### src/rtl/adcmux_pkg.sv
// Shared types for the multiplexed ADC host sequencer.
// Assumes: 7-bit configuration word sent MSB first, field order fixed by the converter.
package adcmux_pkg;

    localparam int CFG_BITS = 7;

    // Field order matches the shift order: sd is transmitted first.
    typedef struct packed {
        logic sd;    // 1 = single-ended
        logic os;    // odd select / pair polarity
        logic s1;    // address high
        logic s0;    // address low
        logic com;   // top input is shared return
        logic uni;   // unipolar coding
        logic slp;   // sleep after conversion
    } cfg_word_t;

    typedef enum logic [1:0] {
        ST_IDLE  = 2'd0,
        ST_SHIFT = 2'd1,
        ST_ACQ   = 2'd2,
        ST_CONV  = 2'd3
    } seq_state_t;

endpackage

### src/rtl/adcmux_encoder.sv
// Builds the converter configuration word from a channel request and flags
// combinations that are illegal when the top input is the shared return.
// Assumes: purely combinational, inputs held stable by the caller.
module adcmux_encoder
    import adcmux_pkg::*;
(
    input  logic [2:0] chan,
    input  logic       single,
    input  logic       swap,
    input  logic       com,
    input  logic       uni,
    input  logic       slp,
    output cfg_word_t  word,
    output logic       illegal
);

    logic odd_sel;

    // Purpose: pick the odd-select bit from the channel LSB or the pair polarity.
    always_comb begin
        odd_sel = single ? chan[0] : swap;
    end

    // Purpose: assemble the configuration fields.
    always_comb begin
        word.sd  = single;
        word.os  = odd_sel;
        word.s1  = chan[2];
        word.s0  = chan[1];
        word.com = com;
        word.uni = uni;
        word.slp = slp;
    end

    // Purpose: refuse any use of input 7 as a measured input while it is the return.
    always_comb begin
        illegal = com && (chan[2:1] == 2'b11) && (single ? chan[0] : 1'b1);
    end

endmodule

### src/rtl/adcmux_shifter.sv
// Full-duplex serial engine. It sends the configuration word padded with
// zeros and collects RES_BITS result bits. The clock idles low, the input is
// sampled on rising edges, and the output advances on falling edges.
// Assumes: RES_BITS > CFG_BITS; start only when idle.
module adcmux_shifter
    import adcmux_pkg::*;
#(
    parameter int RES_BITS = 16,
    parameter int SCK_HALF = 2
) (
    input  logic                clk,
    input  logic                rst_n,
    input  logic                start,
    input  cfg_word_t           cfg,
    input  logic                sdo,
    output logic                sck,
    output logic                sdi,
    output logic                done,
    output logic [RES_BITS-1:0] rx_data
);

    localparam int DIV_W = (SCK_HALF > 1) ? $clog2(SCK_HALF) : 1;
    localparam int CNT_W = $clog2(RES_BITS + 1);
    localparam int PAD_BITS = RES_BITS - CFG_BITS;
    localparam logic [DIV_W-1:0] DIV_LAST = DIV_W'(SCK_HALF - 1);
    localparam logic [CNT_W-1:0] BIT_LAST = CNT_W'(RES_BITS - 1);

    logic [RES_BITS-1:0] tx_q;
    logic [RES_BITS-1:0] rx_q;
    logic [DIV_W-1:0]    div_q;
    logic [CNT_W-1:0]    bit_q;
    logic                sck_q;
    logic                busy_q;
    logic                tick;

    assign tick    = busy_q && (div_q == DIV_LAST);
    assign done    = tick && sck_q && (bit_q == BIT_LAST);
    assign sck     = sck_q;
    assign sdi     = busy_q && tx_q[RES_BITS-1];
    assign rx_data = rx_q;

    // Purpose: divide the clock, toggle the serial clock and move data both ways.
    always_ff @(posedge clk) begin
        if (!rst_n) begin
            tx_q   <= '0;
            rx_q   <= '0;
            div_q  <= '0;
            bit_q  <= '0;
            sck_q  <= 1'b0;
            busy_q <= 1'b0;
        end else if (start) begin
            tx_q   <= {cfg, {PAD_BITS{1'b0}}};
            div_q  <= '0;
            bit_q  <= '0;
            sck_q  <= 1'b0;
            busy_q <= 1'b1;
        end else if (busy_q) begin
            div_q <= tick ? '0 : div_q + 1'b1;
            if (tick) begin
                sck_q <= ~sck_q;
                if (!sck_q) begin
                    rx_q <= {rx_q[RES_BITS-2:0], sdo};
                end else begin
                    tx_q  <= {tx_q[RES_BITS-2:0], 1'b0};
                    bit_q <= bit_q + 1'b1;
                    if (bit_q == BIT_LAST) begin
                        busy_q <= 1'b0;
                    end
                end
            end
        end
    end

endmodule

### src/rtl/adcmux_seq.sv
// Top-level sequencer. It accepts a request, runs the serial phase, times
// the acquisition window, holds the convert line high for a fixed time and
// hands back each result with the word of the conversion that produced it.
// Assumes: ACQ_CYCLES >= 1, CONV_CYCLES >= 1.
module adcmux_seq
    import adcmux_pkg::*;
#(
    parameter int RES_BITS    = 16,
    parameter int ACQ_CYCLES  = 201,
    parameter int CONV_CYCLES = 350
) (
    input  logic                clk,
    input  logic                rst_n,
    input  logic                req_valid,
    input  logic                illegal,
    input  cfg_word_t           word,
    output logic                req_ready,
    output logic                start,
    input  logic                done,
    input  logic [RES_BITS-1:0] rx_data,
    output logic                cs,
    output logic                err,
    output logic                res_valid,
    output logic [RES_BITS-1:0] res_data,
    output cfg_word_t           res_tag,
    output logic                res_first
);

    localparam int WAIT_MAX = (ACQ_CYCLES > CONV_CYCLES) ? ACQ_CYCLES : CONV_CYCLES;
    localparam int WAIT_W   = $clog2(WAIT_MAX + 1);
    localparam logic [WAIT_W-1:0] ACQ_LAST  = WAIT_W'(ACQ_CYCLES - 1);
    localparam logic [WAIT_W-1:0] CONV_LAST = WAIT_W'(CONV_CYCLES - 1);

    seq_state_t          state_q;
    logic [WAIT_W-1:0]   wait_q;
    logic                cs_q;
    logic                err_q;
    logic                valid_q;
    logic [RES_BITS-1:0] data_q;
    cfg_word_t           tag_q;
    cfg_word_t           cur_q;
    cfg_word_t           prev_q;
    logic                first_q;
    logic                seen_q;
    logic                accept;

    assign req_ready = (state_q == ST_IDLE);
    assign accept    = req_valid && req_ready;
    assign start     = accept && !illegal;
    assign cs        = cs_q;
    assign err       = err_q;
    assign res_valid = valid_q;
    assign res_data  = data_q;
    assign res_tag   = tag_q;
    assign res_first = first_q;

    // Purpose: step through idle, serial, acquire and convert with one shared timer.
    always_ff @(posedge clk) begin
        if (!rst_n) begin
            state_q <= ST_IDLE;
            wait_q  <= '0;
            cs_q    <= 1'b0;
        end else begin
            case (state_q)
                ST_IDLE: begin
                    if (start) begin
                        state_q <= ST_SHIFT;
                    end
                end
                ST_SHIFT: begin
                    if (done) begin
                        state_q <= ST_ACQ;
                        wait_q  <= '0;
                    end
                end
                ST_ACQ: begin
                    if (wait_q == ACQ_LAST) begin
                        state_q <= ST_CONV;
                        wait_q  <= '0;
                        cs_q    <= 1'b1;
                    end else begin
                        wait_q <= wait_q + 1'b1;
                    end
                end
                ST_CONV: begin
                    if (wait_q == CONV_LAST) begin
                        state_q <= ST_IDLE;
                        cs_q    <= 1'b0;
                    end else begin
                        wait_q <= wait_q + 1'b1;
                    end
                end
                default: state_q <= ST_IDLE;
            endcase
        end
    end

    // Purpose: pulse the refusal flag for an illegal accepted request.
    always_ff @(posedge clk) begin
        if (!rst_n) begin
            err_q <= 1'b0;
        end else begin
            err_q <= accept && illegal;
        end
    end

    // Purpose: keep the word pipeline and publish each result with its tag.
    always_ff @(posedge clk) begin
        if (!rst_n) begin
            valid_q <= 1'b0;
            data_q  <= '0;
            tag_q   <= '0;
            cur_q   <= '0;
            prev_q  <= '0;
            first_q <= 1'b0;
            seen_q  <= 1'b0;
        end else begin
            valid_q <= done;
            if (start) begin
                cur_q <= word;
            end
            if (done) begin
                data_q  <= rx_data;
                tag_q   <= prev_q;
                prev_q  <= cur_q;
                first_q <= !seen_q;
                seen_q  <= 1'b1;
            end
        end
    end

endmodule

### src/rtl/adcmux_ctrl.sv
// Host controller for an 8-input multiplexed serial SAR converter.
// Wires the word encoder, the serial engine and the phase sequencer.
// Assumes: synchronous active-low reset; RES_BITS is 12 or 16.
module adcmux_ctrl
    import adcmux_pkg::*;
#(
    parameter int RES_BITS    = 16,
    parameter int CLK_MHZ     = 100,
    parameter int ACQ_NS      = 2010,
    parameter int CONV_CYCLES = 350,
    parameter int SCK_HALF    = 2
) (
    input  logic                clk,
    input  logic                rst_n,
    input  logic                req_valid,
    output logic                req_ready,
    input  logic [2:0]          req_chan,
    input  logic                req_single,
    input  logic                req_swap,
    input  logic                req_com,
    input  logic                req_unipolar,
    input  logic                req_sleep,
    output logic                req_err,
    output logic                res_valid,
    output logic [RES_BITS-1:0] res_data,
    output logic [6:0]          res_tag,
    output logic                res_first,
    output logic                adc_cs,
    output logic                adc_sck,
    output logic                adc_sdi,
    input  logic                adc_sdo
);

    localparam int ACQ_CYCLES = (ACQ_NS * CLK_MHZ + 999) / 1000;

    cfg_word_t           enc_word;
    cfg_word_t           tag_w;
    logic                enc_illegal;
    logic                sh_start;
    logic                sh_done;
    logic [RES_BITS-1:0] sh_rx;

    assign res_tag = tag_w;

    adcmux_encoder u_enc (
        .chan    (req_chan),
        .single  (req_single),
        .swap    (req_swap),
        .com     (req_com),
        .uni     (req_unipolar),
        .slp     (req_sleep),
        .word    (enc_word),
        .illegal (enc_illegal)
    );

    adcmux_shifter #(
        .RES_BITS (RES_BITS),
        .SCK_HALF (SCK_HALF)
    ) u_shift (
        .clk     (clk),
        .rst_n   (rst_n),
        .start   (sh_start),
        .cfg     (enc_word),
        .sdo     (adc_sdo),
        .sck     (adc_sck),
        .sdi     (adc_sdi),
        .done    (sh_done),
        .rx_data (sh_rx)
    );

    adcmux_seq #(
        .RES_BITS    (RES_BITS),
        .ACQ_CYCLES  (ACQ_CYCLES),
        .CONV_CYCLES (CONV_CYCLES)
    ) u_seq (
        .clk       (clk),
        .rst_n     (rst_n),
        .req_valid (req_valid),
        .illegal   (enc_illegal),
        .word      (enc_word),
        .req_ready (req_ready),
        .start     (sh_start),
        .done      (sh_done),
        .rx_data   (sh_rx),
        .cs        (adc_cs),
        .err       (req_err),
        .res_valid (res_valid),
        .res_data  (res_data),
        .res_tag   (tag_w),
        .res_first (res_first)
    );

endmodule

### config.mk
export PLATFORM = sky130hd
export DESIGN_NAME = adcmux_ctrl
export DESIGN_NICKNAME = d
export VERILOG_FILES = /design/src/rtl/adcmux_pkg.sv /design/src/rtl/adcmux_encoder.sv /design/src/rtl/adcmux_shifter.sv /design/src/rtl/adcmux_seq.sv /design/src/rtl/adcmux_ctrl.sv
export SDC_FILE = /design/constraint.sdc
export NUM_CORES = 1
export LEC_CHECK = 0
export BUFFER_PORTS_ARGS = -buffer_cell sky130_fd_sc_hd__buf_2
export CORE_ASPECT_RATIO = 0.75
export CORE_MARGIN = 1.5
export CORE_UTILIZATION = 60
export CTS_CLUSTER_SIZE = 30
export DETAILED_ROUTE_END_ITERATION = 10
export PLACE_DENSITY = 0.82
export SLEW_MARGIN = 20
export SYNTH_ARGS = -nofsm -noshare
export SYNTH_HDL_FRONTEND = slang
export SYNTH_SLANG_ARGS = --single-unit
### constraint.sdc
create_clock -name clk -period 3.06 [get_ports clk]
set_input_delay 0.153 -clock clk [delete_from_list [all_inputs] [get_ports clk]]
set_output_delay 0.153 -clock clk [all_outputs]
set_load 0.005 [all_outputs]
==> results by group, run 1 <==
Power and ir drop
  • Reg power frac: 49.4%
  • Leak pwr: 1.45 nW
  • Internal power: 1.73 mW
  • Switching share of power: 28.8%
  • PD cells: 633 mW/mm^2
  • Net switching power: 698 uW
  • Proportion of power drawn by the clock network: 33.1%
  • Worst vdd ir: 0.393 mV
  • Combinational power share: 17.5%

CTS
  • Clk sinks: 84
  • Cts bufs inserted: 9
  • Root buf cell: clkbuf_8
  • Clk Latency, worst-skew pair: 0.35 ns
  • Max H-tree Level: 3
  • Post-CTS Setup Inserts: 0
  • Post-CTS Hold Fix Bufs: 0
  • CTS tree: built
  • # resized after CTS: 0
  • Clock Tree Buf Depth: 2
  • CTS clk-pin slew, worst paths: 0.08 ns

Finish
  • Layout area overhead: 13.0%
  • Number of diodes: 0
  • Final Instance Area: 0.00383 sq mm
  • Nets: 458
  • Layout cells sized above 1: 16.7%
  • Layout Utilization: 71.2%

Worst setup path
  • Crit path DAT: 2.40 ns
  • Largest stage delay, worst path: 0.38 ns
  • CP Capture Type: flop
  • Startpoint type of the worst setup path: flop
  • Worst R2R Start: u_shift.bit_q[0]
  • Worst Setup SP: u_shift.bit_q[0]
  • Crit path cell chain: ha_1 -> and3_1 -> ha_1 -> nand4_1 -> buf_4 -> a21oi_1 -> a31o_2 -> a21oi_1
  • Required time worst endpoint: 3.34 ns
  • Slowest CP cell: buf_4
  • Path type of the worst setup path: reg -> reg
  • Worst Path Max Fanout: 37

Timing
  • Final period utilization: 69.1%
  • Worst-Margin Slew: 1.06 ns
  • Setup-failing EPs final: 0
  • Crit path time final: 2.12 ns
  • Highest Clock Rate: 0.473 GHz
  • Final Hold Fails: 0
  • Fin. max-slew vios: 0
  • Clock skew: 0.00774 ns
  • Post-Route Setup TNS: 0 ns
  • Rel. slew slack: 28.8%
  • RSZ-0062 raised after global routing: no

Drt
  • DRC viols: 0
  • WL/cell: 14.2 um
  • First drt pass iteration count: 4
  • Vias: 2966
  • Drt total wl: 7.32 mm
  • First DRT Iteration DRCs: 208
  • Average via count per standard cell: 5.74
  • Final ANT Viol Nets: 0

Synthesis
  • Seq cells post-synth: 84
  • Synthesized area: 0.00339 sq mm
  • Syn Area/Cell: 8.37 sq um
  • Primary FF master, synth: dfxtp_1
  • Mapped Cells: 405
  • Distinct cells, synth: 43
  • EDFF count, synth: 0
  • Net Count, Synth: 426
  • Yosys warnings: 0
  • Sequential fraction of the synthesis area: 49.6%
  • Ys async rst share: 0%

Floorplanning
  • Die height: 68.1 um
  • Die ar.: 0.00612 sq mm
  • Cell row count: 23
  • Core area: 0.00538 sq mm
  • Initial cell density of the core: 63.0%
  • Ports: 42
  • Overall die width: 89.8 um

Global route
  • Grt ovf: 0
  • Initial antenna violation count: 0
  • First-pass GRT wire length: 11.8 mm
  • Number of global-route vias before repair: 2582
  • Pin count of the biggest net entering global routing: 55
  • Gr usage total: 24.6%

Placement
  • Post-DP Area: 0.00363 sq mm
  • Routability cong.: 0.830
  • Port Buffers: 41
  • Post-DP HPWL: 4.86 mm

Run
  • Max-cap violations: 0

Status
  • Status: complete, no violations

Min path
  • Hold Path Class: in -> reg
  • Worst Hold Launch: req_sleep
==> path summary, 6_finish.rpt <==
kind                                        end  slack, ns  depth (start not counted)
worst max register to register  u_seq.wait_q[5]       0.94                          8
worst max-delay path            u_seq.wait_q[5]       0.94                          8
worst min register to register  u_seq.res_first       0.45                          1
worst min-delay path            u_shift.tx_q[9]       0.03                          2
==> kinds of logic after synthesis <==
| logic type | Yosys count | synth area share [%] |
|---|---|---|
| compound gates | 108 | 18.8 |
| xor+xnor | 6 | 1.55 |
| simple gates | 157 | 20.7 |
| fa+ha+maj | 9 | 3.32 |
| flops | 84 | 49.6 |
| buf+inv | 35 | 4.21 |
| mux | 6 | 1.85 |
==> cell type report <==
type	instances	area, sq um
clock buffers	13	159
flip-flops and latches	84	1680
fillers	447	1550
well taps	75	93.8
inverters	9	33.8
repair buffers	47	250
multi-input cells	286	1570
clock inverters	3	45.0
==> placed cells by master, fill, tap and decap left out, types with 2 or more instances in the layout <==
master	instances
or2_2	2
clkbuf_8	11
a31oi_1	2
and2_1	2
buf_4	6
nand2_1	92
clkinvlp_4	2
o21ai_0	21
nand3_1	25
and3_1	3
or4_1	3
a2111oi_2	2
a21oi_1	62
inv_1	9
clkbuf_1	2
xnor2_1	4
buf_2	41
dfxtp_1	84
xor2_1	2
ha_1	9
mux2i_1	4
o31ai_1	4
nand2b_1	2
a21o_1	3
nor2_1	17
nand4_1	3
mux2_2	2
a211oi_1	4
==> worst max-delay path, delay by kind of cell (launching register included) <==
kind	cells	cell delay, ns
AOI/OAI and AO/OA	3	0.62
adders and majority gates	2	0.39
buffers and inverters	1	0.38
DFF	1	0.34
and+or+nand+nor	2	0.31
==> synthesized netlist by cell type (all sizes together) (2+ instances only) <==
cell,number,area (sq um)
mux2i,4,40.0
nand2,92,345
and2,2,12.5
nand3,25,125
nand4,3,18.8
a21oi,62,310
inv,9,33.8
xor2,2,17.5
or4,3,22.5
and3,4,26.3
or2,2,12.5
xnor2,4,35.0
nor2,17,63.8
nand2b,2,12.5
a2111oi,2,30.0
dfxtp,84,1680
a211oi,4,30.0
clkbuf,17,63.8
o31ai,4,30.0
ha,9,113
a21o,3,22.5
a31oi,2,12.5
o21ai,22,121
mux2,2,22.5
buf,9,45.0
==> power by group through the flow <==
stage	registers, mW	logic (mW)	clock network (mW)
after floorplan	1.21	0.319	0
after global placement	1.22	0.410	0
after detailed placement	1.22	0.417	0
after CTS	1.20	0.419	0.821
after global routing	1.21	0.468	0.860
final	1.20	0.424	0.802
==> state kept, by name (all words and copies together), names as in the netlist <==
| signal | flops |
|---|---|
| u_seq.cs | 1 |
| u_seq.cur_q | 7 |
| u_seq.err | 1 |
| u_seq.prev_q | 7 |
| u_seq.res_data | 16 |
| u_seq.res_first | 1 |
| u_seq.res_tag | 7 |
| u_seq.res_valid | 1 |
| u_seq.seen_q | 1 |
| u_seq.state_q | 2 |
| u_seq.wait_q | 9 |
| u_shift.bit_q | 5 |
| u_shift.busy_q | 1 |
| u_shift.div_q | 1 |
| u_shift.rx_data | 16 |
| u_shift.sck | 1 |
| u_shift.tx_q | 7 |
==> per-layer routing <==
layer	global-route usage, %	wire length (um)	vias up
met3	7.78	482	7
met5	0	0	-
met2	40.6	3360	104
met4	7.94	69	0
met1	31.4	3410	1390
li1	-	-	1465
==> stage by stage <==
stage	hold WS [ns]	worst slack, ns	power, mW	std cells
finish	0.0303	0.945	2.42	517
global route	0.0212	0.827	2.54	517
CTS	0.0212	0.946	2.44	517
detailed placement	0.383	0.977	1.64	501
global placement	0.386	1.04	1.63	501
floorplan	0.265	1.26	1.53	405
Power figures use the tool's default switching activity.
==> run 2: changes to the inputs <==
--- a/config.mk
+++ b/config.mk
@@ -5,13 +5,14 @@
 export SDC_FILE = /design/constraint.sdc
 export NUM_CORES = 1
 export LEC_CHECK = 0
+export ABC_AREA = 1
 export BUFFER_PORTS_ARGS = -buffer_cell sky130_fd_sc_hd__buf_2
 export CORE_ASPECT_RATIO = 0.75
 export CORE_MARGIN = 1.5
-export CORE_UTILIZATION = 60
+export CORE_UTILIZATION = 57
 export CTS_CLUSTER_SIZE = 30
 export DETAILED_ROUTE_END_ITERATION = 10
-export PLACE_DENSITY = 0.82
+export PLACE_DENSITY = 0.79
 export SLEW_MARGIN = 20
 export SYNTH_ARGS = -nofsm -noshare
 export SYNTH_HDL_FRONTEND = slang
==> constraint.sdc (replaced) <==
create_clock -name clk -period 2.1 [get_ports clk]
set_input_delay 0.105 -clock clk [delete_from_list [all_inputs] [get_ports clk]]
set_output_delay 0.105 -clock clk [all_outputs]
set_load 0.005 [all_outputs]
==> run 2 against run 1 <==
Compared with the run above:
- die area is 5.1% higher
- first-iteration DRC count down 30%
- clock power up 43%
- sequential share of layout area fell by 0.086 points
- power increased by 53%
- flip-flop and latch count unchanged
- critical endpoint is now u_shift.rx_data[4]
==> results by group, run 2 <==
Timing
  • Rel. slew slack: 66.5% (+38 points)
  • Post-Route Setup TNS: 0 ns (unchanged)
  • Final period utilization: 91.6% (+22 points)
  • Clock skew: 0.00922 ns (+0.00148 ns)
  • Setup-failing EPs final: 0 (unchanged)
  • Crit path time final: 1.92 ns (-0.192 ns)
  • Fin. max-slew vios: 0 (unchanged)
  • Fin worst setup slack: 0.177 ns (-0.768 ns)
  • Worst Hold Slack: 0.0162 ns (-0.0141 ns)
  • Final Hold Fails: 0 (unchanged)
  • Highest Clock Rate: 0.520 GHz (+10%)
  • Worst-Margin Slew: 0.503 ns (-0.561 ns)
  • RSZ-0062 raised after global routing: no

Global route
  • Grt ovf: 0 (unchanged)
  • Gr usage total: 23.4% (-1.2 points)
  • First-pass GRT wire length: 11.8 mm (+0.30%)
  • Number of global-route vias before repair: 2675 (+3.6%)
  • Initial antenna violation count: 0 (unchanged)
  • Pin count of the biggest net entering global routing: 51 (-7.3%)

Worst setup path
  • Largest stage delay, worst path: 0.40 ns (+0.02 ns)
  • CP Capture Type: flop
  • Worst Path Max Fanout: 29 (-22%)
  • Worst R2R Start: u_seq.state_q[0]
  • Startpoint type of the worst setup path: flop
  • Crit path cell chain: inv_1 -> ha_1 -> nand2_1 -> inv_1 -> nand2_1 -> nand2_1 -> buf_4 -> o21ai_0 -> a21oi_1
  • Path type of the worst setup path: reg -> reg
  • Register-to-Register Path Depth: 9 (+1)
  • Crit path DAT: 2.17 ns (-0.23 ns)
  • Buffers & Inverters on Critical Path: 3 (+2)
  • Required time worst endpoint: 2.34 ns (-1.00 ns)
  • Slowest CP cell: dfxtp_1
  • Crit path top cell by count: nand2_1
  • R2R setup slack: 0.18 ns (-0.77 ns)
  • R2R Path End: u_shift.rx_data[4]
  • CP delay by family, top: simple AND/OR/NAND/NOR gates

Drt
  • First drt pass iteration count: 6 (+2)
  • DRC viols: 0 (unchanged)
  • Drt total wl: 6.92 mm (-5.5%)
  • Top Layer Used: met4
  • Average via count per standard cell: 5.14 (-10%)
  • Final ANT Viol Nets: 0 (unchanged)
  • Met3 WL post-DR: 323 um (-33%)
  • WL/cell: 12.3 um (-13%)
  • First DRT Iteration DRCs: 146 (-30%)
  • Met2 routed WL: 3.25 mm (-3.2%)
  • Wl on met1: 3.26 mm (-4.5%)
  • Vias: 2884 (-2.8%)

Synthesis
  • Mapped Cells: 441 (+8.9%)
  • Distinct cells, synth: 32 (-26%)
  • Top cells by count, synth: dfxtp_1 (84), nand2_1 (74), o21ai_0 (52), inv_1 (49), nor2_1 (49)
  • Most common cell in the netlist: dfxtp_1
  • Yosys warnings: 0 (unchanged)
  • Net Count, Synth: 462 (+8.5%)
  • Yosys top cell area share: 49.6% (about the same)
  • Seq cells post-synth: 84 (unchanged)
  • Synthesized area: 0.00339 sq mm (about the same)
  • Syn Area/Cell: 7.69 sq um (-8.1%)
  • Synth area leader: dfxtp_1
  • Ys async rst share: 0% (unchanged)
  • Sequential fraction of the synthesis area: 49.6% (about the same)
  • Ranking of synthesized cells by area: dfxtp_1 (50%), nand2_1 (8.2%), o21ai_0 (7.7%), a21oi_1 (7.1%), inv_1 (5.4%)
  • Primary FF master, synth: dfxtp_1
  • EDFF count, synth: 0 (unchanged)

Status
  • Status: complete, no violations

Min path
  • Hold Path Class: in -> reg
  • Hold Path End: u_shift.tx_q[9]
  • Worst Hold Launch: req_sleep
  • Hold depth: 3 (+1)

Placement
  • Dpl cells: 545 (+8.8%)
  • Post-DP HPWL: 4.72 mm (-2.8%)
  • Routability cong.: 0.851 (+2.6%)
  • Place WS: 0.216 ns (-0.761 ns)
  • Port Buffers: 41 (unchanged)

CTS
  • CTS tree: built
  • # resized after CTS: 0 (unchanged)
  • Root buf cell: clkbuf_8
  • CTS clk-pin slew, worst paths: 0.09 ns (about the same)
  • Clock Tree Buf Depth: 2 (unchanged)
  • Cts bufs inserted: 9 (unchanged)
  • Post-CTS Hold Fix Bufs: 0 (unchanged)
  • Post-CTS Setup Inserts: 0 (unchanged)
  • Clk sinks: 84 (unchanged)
  • Clk Latency, worst-skew pair: 0.35 ns (about the same)
  • Max H-tree Level: 3 (unchanged)

Run
  • Max-cap violations: 0 (unchanged)

Floorplanning
  • Core area: 0.00577 sq mm (+7.1%)
  • Initial cell density of the core: 58.9% (-4.2 points)
  • Die height: 69.8 um (+2.5%)
  • Overall die width: 92.1 um (+2.5%)
  • Die ar.: 0.00643 sq mm (+5.1%)
  • Cell row count: 24 (+4.3%)
  • Ports: 42 (unchanged)

Power and ir drop
  • Worst vdd ir: 0.559 mV (+42%)
  • Leak pwr: 1.66 nW (+15%)
  • PD cells: 970 mW/mm^2 (+53%)

Finish
  • Finished Layout Cells: 561 (+8.5%)
  • Nets: 499 (+9.0%)
  • Most frequent cells in the layout: dfxtp_1 (84), nand2_1 (73), o21ai_0 (52), inv_1 (49), nor2_1 (49)
  • Commonest non-fill, non-tap cell in the layout: dfxtp_1
  • Layout cells sized above 1: 15.3% (-1.4 points)
  • Layout area overhead: 13.1%
  • Number of diodes: 0 (unchanged)
  • Area of the multi-input gates: 0.00143 sq mm (-9.0%)
  • Filler cells: 517 (+16%)
  • Register Area: 0.00168 sq mm (unchanged)
-- run 2: metrics by stage --
stage	utilization (%)	cell area [sq um]	power, mW
floorplan	-	3390	2.41
global placement	63.1	3640	2.58
detailed placement	63.1	3640	2.61
CTS	66.5	3830	3.75
global route	66.6	3840	3.93
finish	66.6	3840	3.72
-- run 2: cell families after synthesis --
logic type,after synthesis,share of synthesized area (%)
simple gates,166,21.2
buf+inv,71,8.52
compound gates,110,17.1
flops,84,49.6
xor+xnor,1,0.258
fa+ha+maj,9,3.32
-- run 2: report_power, final --
part | internal (mW) | switching, mW | leakage (nW)
sequential | 1.70 | 0.0654 | 0.680
combinational | 0.278 | 0.530 | 0.889
clock | 0.560 | 0.592 | 0.0935
-- run 2: routing by layer --
metal	vias up	global-route usage (%)
li1	1496	-
met1	1318	28.9
met2	62	38.7
met3	8	7.89
met4	0	7.18
met5	-	0
-- run 2: layout make-up --
cell class | instances | share of cell area (%)
flip-flops and latches | 84 | 43.8
multi-input cells | 286 | 37.1
repair buffers | 46 | 6.33
inverters | 51 | 4.99
clock buffers | 10 | 3.33
well taps | 78 | 2.54
clock inverters | 6 | 1.86
-- run 2: how the worst max path moves through the flow --
stage,start,endpoint,cells past startpoint
final,u_seq.state_q[0],u_shift.rx_data[4],9
after global routing,u_seq.state_q[0],u_shift.rx_data[5],9
after CTS,u_shift.bit_q[1],u_seq.wait_q[2],11
after detailed placement,u_shift.bit_q[1],u_seq.wait_q[2],11
after global placement,u_shift.bit_q[1],u_seq.wait_q[2],11
after floorplan,u_shift.bit_q[0],u_seq.wait_q[5],12
-- run 2: worst min-delay path: stages --
cell and delay [ns]:
buf_2 0.08, nand3_1 0.09, nand2_1 0.07
==> run 3: changes to the inputs <==
--- a/config.mk
+++ b/config.mk
@@ -12,6 +12,7 @@
 export CORE_UTILIZATION = 57
 export CTS_CLUSTER_SIZE = 30
 export DETAILED_ROUTE_END_ITERATION = 10
+export GPL_TIMING_DRIVEN = 0
 export PLACE_DENSITY = 0.79
 export SLEW_MARGIN = 20
 export SYNTH_ARGS = -nofsm -noshare
==> constraint.sdc (replaced) <==
create_clock -name clk -period 2.1 [get_ports clk]
set_input_delay 0.315 -clock clk [delete_from_list [all_inputs] [get_ports clk]]
set_output_delay 0.315 -clock clk [all_outputs]
set_load 0.005 [all_outputs]
==> run 3 against run 2 <==
Compared with the run above:
- utilization is 0.91 points higher
- setup slack worse by 0.015 ns
- hold slack better by 0.20 ns
- die area stayed put
- sequential share of layout area is 0.59 points lower
- non-clock buffer count is 14 higher
- final area is 1.4% higher
- combinational power is 3.2% higher
- cell count is 2.5% higher
- critical endpoint is now u_seq.cur_q[4]
- largest cell class unchanged
- highest routed layer unchanged
==> results by group, run 3 (same netlist as run 2, synthesis figures left out) <==
Status
  • Status: complete, no violations

Drt
  • WL/cell: 13.3 um (+8.0%)
  • First DRT Iteration DRCs: 240 (+64%)
  • Vias: 3056 (+6.0%)
  • DRC viols: 0 (unchanged)
  • First drt pass iteration count: 6 (unchanged)
  • Average via count per standard cell: 5.31 (+3.4%)
  • Final ANT Viol Nets: 0 (unchanged)
  • Drt total wl: 7.66 mm (+11%)

Timing
  • Final Hold Fails: 0 (unchanged)
  • Post-Route Setup TNS: 0 ns (unchanged)
  • Clock skew: 0.00525 ns (-0.00397 ns)
  • Highest Clock Rate: 0.516 GHz (-0.80%)
  • RSZ-0062 raised after global routing: no
  • Worst-Margin Slew: 0.529 ns (+0.0268 ns)
  • Setup-failing EPs final: 0 (unchanged)
  • Fin. max-slew vios: 0 (unchanged)
  • Final period utilization: 92.3% (+0.73 points)
  • Fin worst setup slack: 0.162 ns (-0.0154 ns)
  • Rel. slew slack: 64.7% (-1.8 points)
  • Crit path time final: 1.94 ns (+0.0154 ns)

Worst setup path
  • Largest stage delay, worst path: 0.34 ns (-0.06 ns)
  • Crit path DAT: 2.18 ns (about the same)
  • Crit path top cell by count: nand2_1
  • Worst Path Max Fanout: 10 (-66%)
  • Register-to-Register Path Depth: 9 (unchanged)
  • Slowest CP cell: dfxtp_1
  • CP delay by family, top: buffers and inverters
  • CP Capture Type: flop
  • Path type of the worst setup path: reg -> reg
  • Crit path cell chain: inv_1 -> ha_1 -> nand2_1 -> inv_1 -> nand2_1 -> buf_4 -> nand2_1 -> buf_2 -> o22ai_1
  • Startpoint type of the worst setup path: flop
  • Buffers & Inverters on Critical Path: 4 (+1)
  • Required time worst endpoint: 2.34 ns (about the same)
  • Crit path depth: 9 (unchanged)

Min path
  • Hold Path Class: in -> reg
  • Hold depth: 3 (unchanged)

Global route
  • First-pass GRT wire length: 13.1 mm (+11%)
  • Initial antenna violation count: 0 (unchanged)
  • Number of global-route vias before repair: 2960 (+11%)
  • Gr usage total: 26.1% (+2.7 points)
  • Grt ovf: 0 (unchanged)
  • Pin count of the biggest net entering global routing: 16 (-69%)

Power and ir drop
  • Leak pwr: 1.69 nW (+1.9%)
  • Worst vdd ir: 0.597 mV (+6.9%)
  • PD cells: 966 mW/mm^2 (-0.40%)

CTS
  • Post-CTS Setup Inserts: 0 (unchanged)
  • Post-CTS Hold Fix Bufs: 0 (unchanged)
  • Root buf cell: clkbuf_8
  • Max H-tree Level: 3 (unchanged)
  • Clk sinks: 84 (unchanged)
  • Clk Latency, worst-skew pair: 0.36 ns (about the same)
  • # resized after CTS: 0 (unchanged)
  • Clock Tree Buf Depth: 2 (unchanged)
  • CTS tree: built
  • Cts bufs inserted: 9 (unchanged)
  • CTS clk-pin slew, worst paths: 0.09 ns (about the same)

Floorplanning
  • Initial cell density of the core: 58.9% (unchanged)
  • Core area: 0.00577 sq mm (unchanged)
  • Die ar.: 0.00643 sq mm (unchanged)
  • Overall die width: 92.1 um (unchanged)
  • Cell row count: 24 (unchanged)
  • Die height: 69.8 um (unchanged)
  • Ports: 42 (unchanged)

Placement
  • Port Buffers: 40 (-2.4%)
  • Routability cong.: 0.914 (+7.4%)
  • Place WS: 0.234 ns (+0.0183 ns)
  • Post-DP HPWL: 5.37 mm (+14%)
  • Post-DP Area: 0.00369 sq mm (+1.5%)

Finish
  • Final Instance Area: 0.00389 sq mm (+1.4%)
  • Layout cells sized above 1: 15.7% (+0.37 points)
  • Nets: 513 (+2.8%)
  • Commonest non-fill, non-tap cell in the layout: dfxtp_1
  • Layout area overhead: 14.6%
  • Filler cells: 518 (+0.19%)
  • Number of diodes: 0 (unchanged)
  • Most frequent cells in the layout: dfxtp_1 (84), nand2_1 (74), o21ai_0 (52)

Run
  • Max-cap violations: 0 (unchanged)
run 3: layout make-up:
cell class	instances	area [sq um]	area share [%]
plain buffers	20	97.6	2.51
clock buffers	10	128	3.28
clock inverters	6	71.3	1.83
inverters	51	191	4.92
multi-input cells	286	1420	36.6
flip-flops and latches	84	1680	43.2
well taps	78	97.6	2.51
repair buffers	40	200	5.15
run 3: routing by layer:
layer  up-vias  global-route usage, %  wire (um)
li1       1533                      -          -
met1      1404                   32.5       3430
met2       101                   42.7       3620
met3        18                   6.69        447
met4         0                   11.6        167
met5         -                      0          0
run 3: final timing paths:
kind | startpoint | slack, ns | endpoint
max | u_seq.state_q[0] | 0.16 | u_seq.cur_q[4]
min reg2reg | u_seq.seen_q | 0.44 | u_seq.res_first
min | req_sleep | 0.21 | u_shift.tx_q[9]
max reg2reg | u_seq.state_q[0] | 0.16 | u_seq.cur_q[4]
run 3: worst min-delay path: stages:
cell	delay (ns)
buf_2	0.08
nand3_1	0.08
nand2_1	0.07
run 3: power breakdown:
group	switching (mW)	internal [mW]	total [mW]
Sequential	0.0663	1.70	1.76
Combinational	0.549	0.284	0.834
Clock	0.601	0.560	1.16
run 3: stage by stage:
step | utilization [%] | instances | power [mW] | hold slack (ns)
after detailed placement | 64.0 | 559 | 2.62 | 0.421
final | 67.5 | 575 | 3.76 | 0.212
after global routing | 67.5 | 575 | 3.97 | 0.214
after CTS | 67.5 | 575 | 3.77 | 0.201
after global placement | 64.0 | 559 | 2.59 | 0.426
after floorplan | - | 441 | 2.41 | 0.406
